File: src/rtl/i2crd_pkg.sv
package i2crd_pkg;

  localparam logic [3:0] TYPE_ID = 4'b1010;

  typedef enum logic [3:0] {
    S_IDLE,
    S_DEV,
    S_AHI,
    S_ALO,
    S_ACKDEV,
    S_ACKHI,
    S_ACKLO,
    S_TX,
    S_MACK
  } rdState_e;

  typedef struct packed {
    logic shiftIn;
    logic loadHi;
    logic loadCnt;
    logic loadTx;
    logic shiftTx;
    logic incAddr;
  } dpCtl_t;

endpackage

File: src/rtl/i2crd_datapath.sv
module i2crd_datapath
  import i2crd_pkg::*;
#(
  parameter int ADDR_W      = 14,
  parameter int SYNC_STAGES = 2
) (
  input  logic              clk,
  input  logic              rstN,
  input  logic              sclIn,
  input  logic              sdaIn,
  input  dpCtl_t            ctl,
  input  logic [7:0]        memData,
  output logic              sclSync,
  output logic              sdaSync,
  output logic              sclRise,
  output logic              sclFall,
  output logic              startEv,
  output logic              stopEv,
  output logic [7:0]        rxByte,
  output logic              txBit,
  output logic [ADDR_W-1:0] memAddr
);

  localparam int HI_W = ADDR_W - 8;

  logic [SYNC_STAGES-1:0] sclPipe, sdaPipe;
  logic                   sclPrev, sdaPrev;
  logic [HI_W-1:0]        hiReg;
  logic [7:0]             txReg;
  logic [ADDR_W-1:0]      addrCnt;

  // Two-line metastability filter, depth set by SYNC_STAGES
  always_ff @(posedge clk or negedge rstN) begin
    if (!rstN) begin
      sclPipe <= '1;
      sdaPipe <= '1;
      sclPrev <= 1'b1;
      sdaPrev <= 1'b1;
    end else begin
      sclPipe[0] <= sclIn;
      sdaPipe[0] <= sdaIn;
      for (int k = 1; k < SYNC_STAGES; k++) begin
        sclPipe[k] <= sclPipe[k-1];
        sdaPipe[k] <= sdaPipe[k-1];
      end
      sclPrev <= sclPipe[SYNC_STAGES-1];
      sdaPrev <= sdaPipe[SYNC_STAGES-1];
    end
  end

  assign sclSync = sclPipe[SYNC_STAGES-1];
  assign sdaSync = sdaPipe[SYNC_STAGES-1];
  assign sclRise = sclSync & ~sclPrev;
  assign sclFall = ~sclSync & sclPrev;
  assign startEv = sclSync & sclPrev & sdaPrev & ~sdaSync;
  assign stopEv  = sclSync & sclPrev & ~sdaPrev & sdaSync;

  always_ff @(posedge clk or negedge rstN) begin
    if (!rstN) begin
      rxByte  <= '0;
      hiReg   <= '0;
      txReg   <= '0;
      addrCnt <= '0;
    end else begin
      if (ctl.shiftIn) rxByte <= {rxByte[6:0], sdaSync};
      if (ctl.loadHi)  hiReg  <= rxByte[HI_W-1:0];
      if (ctl.loadCnt)      addrCnt <= {hiReg, rxByte};
      else if (ctl.incAddr) addrCnt <= addrCnt + 1'b1;
      if (ctl.loadTx)       txReg <= memData;
      else if (ctl.shiftTx) txReg <= {txReg[6:0], 1'b0};
    end
  end

  assign txBit   = txReg[7];
  assign memAddr = addrCnt;

endmodule

File: src/rtl/i2crd_ctrl.sv
module i2crd_ctrl
  import i2crd_pkg::*;
(
  input  logic       clk,
  input  logic       rstN,
  input  logic       sdaSync,
  input  logic       sclRise,
  input  logic       sclFall,
  input  logic       startEv,
  input  logic       stopEv,
  input  logic [7:0] rxByte,
  input  logic       txBit,
  input  logic [2:0] devSel,
  output dpCtl_t     ctl,
  output logic       sdaOe
);

  rdState_e   st, stNx;
  logic [3:0] bitCnt, bitNx;
  logic       rwBit, rwNx;
  logic       mAck, mAckNx;

  always_comb begin
    stNx   = st;
    bitNx  = bitCnt;
    rwNx   = rwBit;
    mAckNx = mAck;
    ctl    = '0;
    if (startEv) begin
      stNx  = S_DEV;
      bitNx = '0;
    end else if (stopEv) begin
      stNx = S_IDLE;
    end else begin
      case (st)
        S_DEV, S_AHI, S_ALO: begin
          if (sclRise && bitCnt != 4'd8) begin
            ctl.shiftIn = 1'b1;
            bitNx       = bitCnt + 4'd1;
          end else if (sclFall && bitCnt == 4'd8) begin
            bitNx = '0;
            case (st)
              S_DEV: begin
                if (rxByte[7:1] == {TYPE_ID, devSel}) begin
                  stNx = S_ACKDEV;
                  rwNx = rxByte[0];
                end else begin
                  stNx = S_IDLE;
                end
              end
              S_AHI: begin
                ctl.loadHi = 1'b1;
                stNx       = S_ACKHI;
              end
              default: begin
                ctl.loadCnt = 1'b1;
                stNx        = S_ACKLO;
              end
            endcase
          end
        end
        S_ACKDEV: if (sclFall) begin
          if (rwBit) begin
            ctl.loadTx = 1'b1;
            stNx       = S_TX;
          end else begin
            stNx = S_AHI;
          end
        end
        S_ACKHI: if (sclFall) stNx = S_ALO;
        S_ACKLO: if (sclFall) stNx = S_IDLE;
        S_TX: if (sclFall) begin
          ctl.shiftTx = 1'b1;
          if (bitCnt == 4'd7) begin
            bitNx       = '0;
            ctl.incAddr = 1'b1;
            stNx        = S_MACK;
          end else begin
            bitNx = bitCnt + 4'd1;
          end
        end
        S_MACK: begin
          if (sclRise) mAckNx = ~sdaSync;
          if (sclFall) begin
            if (mAck) begin
              ctl.loadTx = 1'b1;
              stNx       = S_TX;
            end else begin
              stNx = S_IDLE;
            end
          end
        end
        default: ;
      endcase
    end
  end

  always_ff @(posedge clk or negedge rstN) begin
    if (!rstN) begin
      st     <= S_IDLE;
      bitCnt <= '0;
      rwBit  <= 1'b0;
      mAck   <= 1'b0;
    end else begin
      st     <= stNx;
      bitCnt <= bitNx;
      rwBit  <= rwNx;
      mAck   <= mAckNx;
    end
  end

  assign sdaOe = (st == S_ACKDEV) || (st == S_ACKHI) || (st == S_ACKLO) ||
                 ((st == S_TX) && !txBit);

endmodule

File: src/rtl/i2c_mem_reader.sv
module i2c_mem_reader
  import i2crd_pkg::*;
#(
  parameter int ADDR_W      = 14,
  parameter int SYNC_STAGES = 2
) (
  input  logic              clk,
  input  logic              rstN,
  input  logic              sclIn,
  input  logic              sdaIn,
  input  logic [2:0]        devSel,
  output logic              sdaOe,
  output logic [ADDR_W-1:0] memAddr,
  input  logic [7:0]        memData
);

  dpCtl_t     dpCtl;
  logic       sclSync, sdaSync, sclRise, sclFall, startEv, stopEv, txBit;
  logic [7:0] rxByte;

  i2crd_datapath #(.ADDR_W(ADDR_W), .SYNC_STAGES(SYNC_STAGES)) uDp (
    .clk(clk), .rstN(rstN), .sclIn(sclIn), .sdaIn(sdaIn), .ctl(dpCtl),
    .memData(memData), .sclSync(sclSync), .sdaSync(sdaSync),
    .sclRise(sclRise), .sclFall(sclFall), .startEv(startEv), .stopEv(stopEv),
    .rxByte(rxByte), .txBit(txBit), .memAddr(memAddr)
  );

  i2crd_ctrl uCtrl (
    .clk(clk), .rstN(rstN), .sdaSync(sdaSync), .sclRise(sclRise),
    .sclFall(sclFall), .startEv(startEv), .stopEv(stopEv), .rxByte(rxByte),
    .txBit(txBit), .devSel(devSel), .ctl(dpCtl), .sdaOe(sdaOe)
  );

endmodule

File: config.mk
export PLATFORM = sky130hd
export DESIGN_NAME = i2c_mem_reader
export DESIGN_NICKNAME = d
export VERILOG_FILES = /design/src/rtl/i2crd_pkg.sv /design/src/rtl/i2crd_datapath.sv /design/src/rtl/i2crd_ctrl.sv /design/src/rtl/i2c_mem_reader.sv
export SDC_FILE = /design/constraint.sdc
export NUM_CORES = 1
export LEC_CHECK = 0
export ABC_AREA = 1
export BUFFER_PORTS_ARGS = -buffer_cell sky130_fd_sc_hd__buf_2
export CAP_MARGIN = 10
export CORE_ASPECT_RATIO = 0.5
export CORE_MARGIN = 10
export CORE_UTILIZATION = 50
export DETAILED_ROUTE_END_ITERATION = 8
export GPL_ROUTABILITY_DRIVEN = 0
export GPL_TIMING_DRIVEN = 1
export PLACE_DENSITY = 0.82
export SYNTH_ARGS = -nofsm -noshare
export SYNTH_HDL_FRONTEND = slang
export SYNTH_SLANG_ARGS = --single-unit
File: constraint.sdc
create_clock -name clk -period 1.5 [get_ports clk]
set_clock_uncertainty 0.05 [all_clocks]
set_input_delay 0.3 -clock clk [delete_from_list [all_inputs] [get_ports clk]]
set_output_delay 0.3 -clock clk [all_outputs]
set_load 0.02 [all_outputs]
==> impl_metrics.csv, run 1 <==
group,metric,value,unit
worst_setup_path,reg2reg_from,"uCtrl.st[1]",
grt,grt_overflow,0,
grt,top_usage_layer,"met2",
cts,cts_root_buffer,"clkbuf_16",
power,clkPwrFrac,0.221,
grt,antenna_found_initial,0,
cells_and_area,area_growth_syn_to_layout,36.94,%
synth,ys_seq_elements,52,
synth,ys_seq_area_frac,0.4606,
power,p_int,0.003374,W
drt,wl_per_cell,15.11,um
synth,syn_avg_cell_area,7.742,sq um
grt,grt_pass1_vias,2800,
cts,cts_tree,"built",
sta,drv_slew,0,
power,pwr-share-comb,0.421,
synth,synthCells,367,
sta,finalSetupViolations,41,
min_path,hold_class,"in -> reg",
cts,clk_pin_slew,70,ps
worst_setup_path,cp-startpoint,"uCtrl.st[1]",
synth,synth_cell_types,32,
synth,synthTopCellsByArea,"dfrtp_1 41%, nand2_1 17%, nand3_1 6.9%",
worst_setup_path,r2r_cells,10,
worst_setup_path,path_common_cell,"buf_4",
worst_setup_path,setup.worst_path.end_class,"register",
worst_setup_path,arrival,1840,ps
status,violations,"setup timing",
cts,clock_path_buffers,2,
floorplan,std_cell_rows,19,
placed_design,pre_cts_slack,-164.9,ps
floorplan,die_x,126.6,um
drt,vias,2824,
sta,min_period,1652,ps
sta,max_freq,605.3,MHz
drt,drtPass1Iterations,4,
sta,period_share,1.101,
drt,drt-total-wl,8051,um
grt,gr-usage-met1,0.1969,
worst_setup_path,crit_end,"uCtrl.bitCnt[2]",
cells_and_area,num_antenna_cells,0,
floorplan,core,0.005492,sq mm
worst_setup_path,cpPeakStageDelay,430,ps
floorplan,ioPinCount,30,
placed_design,hpwl,5132,um
power,switchingPower,0.002008,W
sta,fin_ws,-152.0,ps
power,ir_drop,824.4,uV
worst_setup_path,required,1690,ps
drt,ant_nets,0,
cts,cts.sinks,52,
worst_setup_path,crit_chain,"buf_4 -> inv_1 -> nand2_1 -> nand2_2 -> inv_1 -> buf_4 -> o21ai_4 -> buf_4 -> nand3_1 -> nand2_1",
synth,yosysWarnings,0,
floorplan,dieArea,0.009281,sq mm
cells_and_area,layout.nets,477,
worst_setup_path,path_class,"reg -> reg",
grt,gr-usage-met2,0.2853,
worst_setup_path,cp_slowest_cell,"dfrtp_1",
cells_and_area,nFillCells,399,
sta,tns,-3217,ps
power,p_leak,1.958,nW
power,switching_share,0.3731,
worst_setup_path,crit_fanout,4,
sta,max_slew_margin,0.7640,
placed_design,place.port_buffers,29,
cts,clk_latency,300,ps
synth,synth_area,0.002841,sq mm
grt,grtUsageMet3,0.04092,
power,p_per_area,1383,mW/mm^2
drt,first_iter_violations,241,
synth,synth_top_area_frac,0.4051,
floorplan,dieHeight,73.31,um
worst_setup_path,r2r-end,"uCtrl.bitCnt[2]",
sta,rsz0062_at_grt,"yes",
sta,tightest_slew,351.4,ps
cts,numCtsBuffers,5,
drt,drc,0,
sta,hold_viol,0,
synth,synth_area_leader_cell,"dfrtp_1",
grt,grt_pass1_wl,12720,um
worst_setup_path,worst-r2r-setup-slack,-150,ps
min_path,min-delay-start,"sdaIn",
grt,track_usage,0.1649,
run,max-cap-violations,0,
cells_and_area,drive_gt1_frac,0.3478,
cts,htreeDepth,2,
synth,syn_nets,385,
grt,grt_max_degree,53,
power,p_seq_frac,0.358,
status,outcome,"complete, but fails checks",
worst_setup_path,cp-start-kind,"register",
drt,drt-vias-per-instance,5.298,
floorplan,initial_core_util,0.5174,
logic make-up after synthesis:
family / count (synthesis) / synth area share
simple gates: 216 / 0.3487
buf+inv: 48 / 0.06517
mux: 1 / 0.003963
compound gates: 37 / 0.07751
xor+xnor: 10 / 0.03082
fa+ha+maj: 3 / 0.01321
flops: 52 / 0.4606
power groups by stage:
stage	combinational, W	sequential (W)	clock (W)
5_1_grt	0.00247	0.00196	0.00123
6_report	0.00227	0.00193	0.00119
3_3_place_gp	0.00164	0.00192	0
3_5_place_dp	0.00167	0.00194	0
4_1_cts	0.00195	0.00191	0.00118
2_1_floorplan	0.000983	0.00191	0
critical path, delay by kind of cell, from the launching register on:
kind	cells	cell delay, ps
and+or+nand+nor	4	360
buffers and inverters	5	600
DFF	1	430
AOI/OAI and AO/OA	1	150
repair_timing:
action | CTS | global route
pin swaps | 8 | 13
hold endpoints to repair | 46 | 0
setup endpoints to repair | 46 | 47
resized for setup | 34 | 30
hold buffers | 1 | 0
buffers inserted | 11 | 7
gates cloned | 1 | 0
area by class of cell:
cell class | count | area, sq um | area share
repair buffers | 86 | 633.1 | 0.1627
clock inverters | 1 | 7.507 | 0.001929
inverters | 46 | 176.4 | 0.04534
clock buffers | 7 | 142.6 | 0.03666
well taps | 73 | 91.34 | 0.02347
multi-input cells | 268 | 1531 | 0.3936
flip-flops and latches | 52 | 1309 | 0.3363
Yosys cell counts, drive strengths merged:
| master | n |
|---|---|
| or2 | 1 |
| a21o | 1 |
| a22oi | 1 |
| mux2 | 1 |
| clkinv | 1 |
| o221ai | 3 |
| nand2 | 133 |
| xnor2 | 4 |
| xor2 | 6 |
| ha | 3 |
| o21bai | 1 |
| inv | 45 |
| buf | 2 |
| o21ai | 20 |
| nand4 | 9 |
| nor2 | 29 |
| nand3 | 39 |
| nor3 | 5 |
| dfrtp | 46 |
| a21oi | 6 |
| dfstp | 6 |
| o211ai | 5 |
layer usage:
metal | share of wire | vias to the layer above
li1 | - | 1372
met1 | 0.43 | 1324
met2 | 0.47 | 109
met3 | 0.074 | 19
met4 | 0.023 | 0
met5 | 0 | -
state kept, by name (all words and copies together), names as in the netlist:
name	flops
uCtrl.st	4
uDp.sdaPrev	1
uCtrl.bitCnt	4
uDp.sclPipe	2
uDp.sclPrev	1
uDp.hiReg	6
uDp.sdaPipe	2
uDp.rxByte	8
uCtrl.rwBit	1
uDp.txReg	8
uCtrl.mAck	1
uDp.memAddr	14
stage by stage:
step / std cells / util / hold WS, ps / power (W) / area [sq um]
after CTS: 526 / 0.6806 / 51.88 / 0.005036 / 3737
after detailed placement: 505 / 0.6161 / 261.8 / 0.003613 / 3383
after global routing: 533 / 0.7086 / 50.49 / 0.005659 / 3891
final: 533 / 0.7086 / 49.74 / 0.005382 / 3891
after global placement: 505 / 0.6161 / 260.0 / 0.003557 / 3383
after floorplan: 367 / - / -45.59 / 0.002894 / 2855
worst min path at each step:
stage	cells past startpoint	endpoint	slack [ps]
finish	1	uDp.sdaPipe[0]	50
global route	1	uDp.sdaPipe[0]	50
CTS	1	uDp.sdaPipe[0]	50
detailed placement	2	uDp.txReg[3]	260
global placement	2	uDp.txReg[1]	260
floorplan	0	uCtrl.bitCnt[0]	-50
layout by cell type (no fill, tap or decap), drive strengths merged:
| cell type | netlist | final |
|---|---|---|
| nand4 | 9 | 9 |
| o21bai | 1 | 1 |
| clkinvlp | 0 | 1 |
| clkinv | 1 | 1 |
| a21oi | 6 | 6 |
| o211ai | 5 | 5 |
| nor2 | 29 | 29 |
| xor2 | 6 | 6 |
| or2 | 1 | 2 |
| dfstp | 6 | 6 |
| a22oi | 1 | 1 |
| xnor2 | 4 | 4 |
| inv | 45 | 45 |
| nand2 | 133 | 133 |
| o21ai | 20 | 20 |
| buf | 2 | 85 |
| ha | 3 | 3 |
| nand3 | 39 | 39 |
| mux2 | 1 | 1 |
| dfrtp | 46 | 46 |
| nor3 | 5 | 5 |
| clkbuf | 0 | 7 |
| dlygate4sd3 | 0 | 1 |
| o221ai | 3 | 3 |
| a21o | 1 | 1 |
Note: power is estimated with default switching activity, not from simulation.
==> run 2, diff against run 1 <==
- ABC_AREA: 1 -> default
- CAP_MARGIN: 10 -> default
- CORE_UTILIZATION: 50 -> 40
- PLACE_DENSITY: 0.82 -> 0.7
==> impl_metrics.csv, run 2 <==
group,metric,value,unit
worst_setup_path,cp-startpoint,"uCtrl.st[2]",
worst_setup_path,cp-start-kind,"register",
cells_and_area,area_growth_syn_to_layout,65.56,%
cts,clk_latency,300,ps
floorplan,dieHeight,78.59,um
min_path,min-delay-start,"sclIn",
cells_and_area,mostFrequentLayoutCells,"78 x buf_4, 40 x dfrtp_1, 28 x buf_2, 27 x nand2_1, 26 x buf_6",
cells_and_area,drive_gt1_frac,0.6291,
drt,first_iter_violations,232,
drt,ant_nets,0,
sta,drv_slew,0,
cts,cts_root_buffer,"clkbuf_16",
status,outcome,"complete, but fails checks",
cells_and_area,num_antenna_cells,0,
cells_and_area,mostFrequentLayoutCell,"buf_4",
floorplan,dieArea,0.01078,sq mm
synth,synthTopCellsByArea,"dfrtp_1 42%, mux2_2 6.6%, dfstp_2 5.7%",
placed_design,dpl_cell_area,0.003664,sq mm
synth,ys_seq_elements,52,
sta,fin_ws,-405.5,ps
synth,synth_common_cells,"46 x dfrtp_1, 37 x nand2_1, 22 x o21ai_0",
cells_and_area,finish.utilization,0.6813,
floorplan,ioPinCount,30,
sta,period_share,1.270,
synth,synthCells,263,
status,violations,"setup timing",
floorplan,initial_core_util,0.4115,
grt,antenna_found_initial,0,
synth,syn_nets,281,
worst_setup_path,setup.worst_path.end_class,"register",
worst_setup_path,crit_chain,"or4b_4 -> nor3_4 -> buf_6 -> mux2_4",
sta,finalSetupViolations,47,
cts,clock_path_buffers,2,
synth,yosysWarnings,0,
sta,hold_viol,0,
grt,grt_pass1_wl,14160,um
sta,tightest_slew,437.7,ps
synth,synth_cell_types,58,
sta,max_freq,524.8,MHz
cts,cts_tree,"built",
worst_setup_path,required,1640,ps
placed_design,pre_cts_slack,-422.7,ps
grt,grt_overflow,0,
drt,wl_per_cell,18.96,um
synth,async_flop_share,1.000,
synth,synth_edf_count,0,
cells_and_area,layout.nets,416,
sta,max_slew_margin,0.7069,
floorplan,die_x,137.2,um
drt,drt-total-wl,9310,um
synth,synth_most_common_cell,"dfrtp_1",
drt,vias,2793,
worst_setup_path,crit_fanout,5,
placed_design,hpwl,5568,um
power,p_per_area,1205,mW/mm^2
power,p_leak,2.099,nW
synth,ys_seq_area_frac,0.4765,
cells_and_area,fin_area,0.004547,sq mm
cells_and_area,largest_reg_flops,14,
power,p_total,0.005480,W
worst_setup_path,r2r_cells,4,
synth,syn_avg_cell_area,10.44,sq um
drt,drt-vias-per-instance,5.688,
cts,htreeDepth,2,
cts,clk_pin_slew,70,ps
drt,drtPass1Iterations,5,
sta,tns,-13780,ps
synth,synth-main-ff-cell,"dfrtp_1",
worst_setup_path,cp_slowest_cell,"or4b_4",
synth,synth_top_area_frac,0.4191,
synth,synth_area_leader_cell,"dfrtp_1",
run,max-cap-violations,0,
cts,cts.sinks,52,
min_path,hold_class,"in -> reg",
grt,grt_pass1_vias,2888,
drt,drc,0,
sta,min_period,1906,ps
worst_setup_path,reg2reg_from,"uCtrl.st[2]",
placed_design,place.port_buffers,29,
grt,track_usage,0.1616,
floorplan,std_cell_rows,21,
floorplan,core,0.006674,sq mm
min_path,hold_path_depth,1,
power,ir_drop,600.0,uV
worst_setup_path,arrival,2040,ps
cts,numCtsBuffers,5,
synth,synth_area,0.002746,sq mm
worst_setup_path,cpPeakStageDelay,580,ps
worst_setup_path,path_class,"reg -> reg",
grt,grt_max_degree,29,
sta,rsz0062_at_grt,"yes",
run 2: cell count changes after synthesis, sizes merged, moves of 6 or more:
cell / previous run / this run
a31oi: 0 / 6
inv: 45 / 6
mux2: 1 / 16
nand2: 133 / 37
nand2b: 0 / 6
nand3: 39 / 7
nand4: 9 / 3
nor2: 29 / 13
o311ai: 0 / 6
xor2: 6 / 0
run 2: area by class of cell:
class,count,area [sq um]
Fill cell,453,2127
Multi-Input combinational cell,197,1854
Sequential cell,52,1316
Timing Repair Buffer,136,1089
Clock buffer,7,142.6
Tap cell,92,115.1
Inverter,6,22.52
Clock inverter,1,7.507
run 2: what timing repair did:
item / 4_1_cts / 5_1_grt
endpoints found under the setup margin: 47 / 47
endpoints found under the hold margin: 46 / 0
gates cloned: 1 / 0
resized for setup: 95 / 50
buffers inserted: 13 / 14
pin swaps: 37 / 29
hold buffers: 1 / 0
run 2: path summary, 6_finish.rpt:
check | endpoint | slack, ps
min reg2reg | uDp.sdaPipe[1] | 310
max reg2reg | uDp.hiReg[3] | -410
max | uDp.hiReg[3] | -410
max in group asynchronous | uDp.memAddr[1] | 600
min in group asynchronous | uDp.txReg[7] | 490
min | uDp.sclPipe[0] | 50
run 2: critical path, delay by kind of cell, from the launching register on:
family	cells	cell delay (ps)
and+or+nand+nor	2	840
buffers and inverters	1	150
muxes	1	290
DFF	1	460
run 2: where the power goes:
part | total, W | internal, W | switching [W] | leakage [nW]
sequential | 0.00189 | 0.00165 | 0.000249 | 0.649
clock | 0.00120 | 0.000666 | 0.000534 | 0.0701
combinational | 0.00238 | 0.00124 | 0.00114 | 1.38
run 2: per-layer routing:
| metal | wire, um | up-vias | share of wire | track usage |
|---|---|---|---|---|
| li1 | - | 1264 | - | - |
| met1 | 3835 | 1392 | 0.41 | 0.1929 |
| met3 | 642 | 23 | 0.069 | 0.04066 |
| met2 | 4571 | 114 | 0.49 | 0.2677 |
| met5 | 0 | - | 0 | 0 |
| met4 | 260 | 0 | 0.028 | 0.07845 |
run 2: cell families after synthesis:
kind of cell / Yosys count / share of synthesized area
AOI/OAI and AO/OA: 68 / 0.1708
muxes: 21 / 0.08383
and+or+nand+nor: 101 / 0.2173
xor gates and xnor gates: 4 / 0.01275
DFF: 52 / 0.4765
buffers and inverters: 14 / 0.02505
adders and majority gates: 3 / 0.01367
run 2: through the flow:
stage                     cells  hold slack [ps]
after global routing        491            43.01
after floorplan             263           -45.59
final                       491            49.72
after detailed placement    458            277.2
after global placement      458            270.8
after CTS                   481            46.93
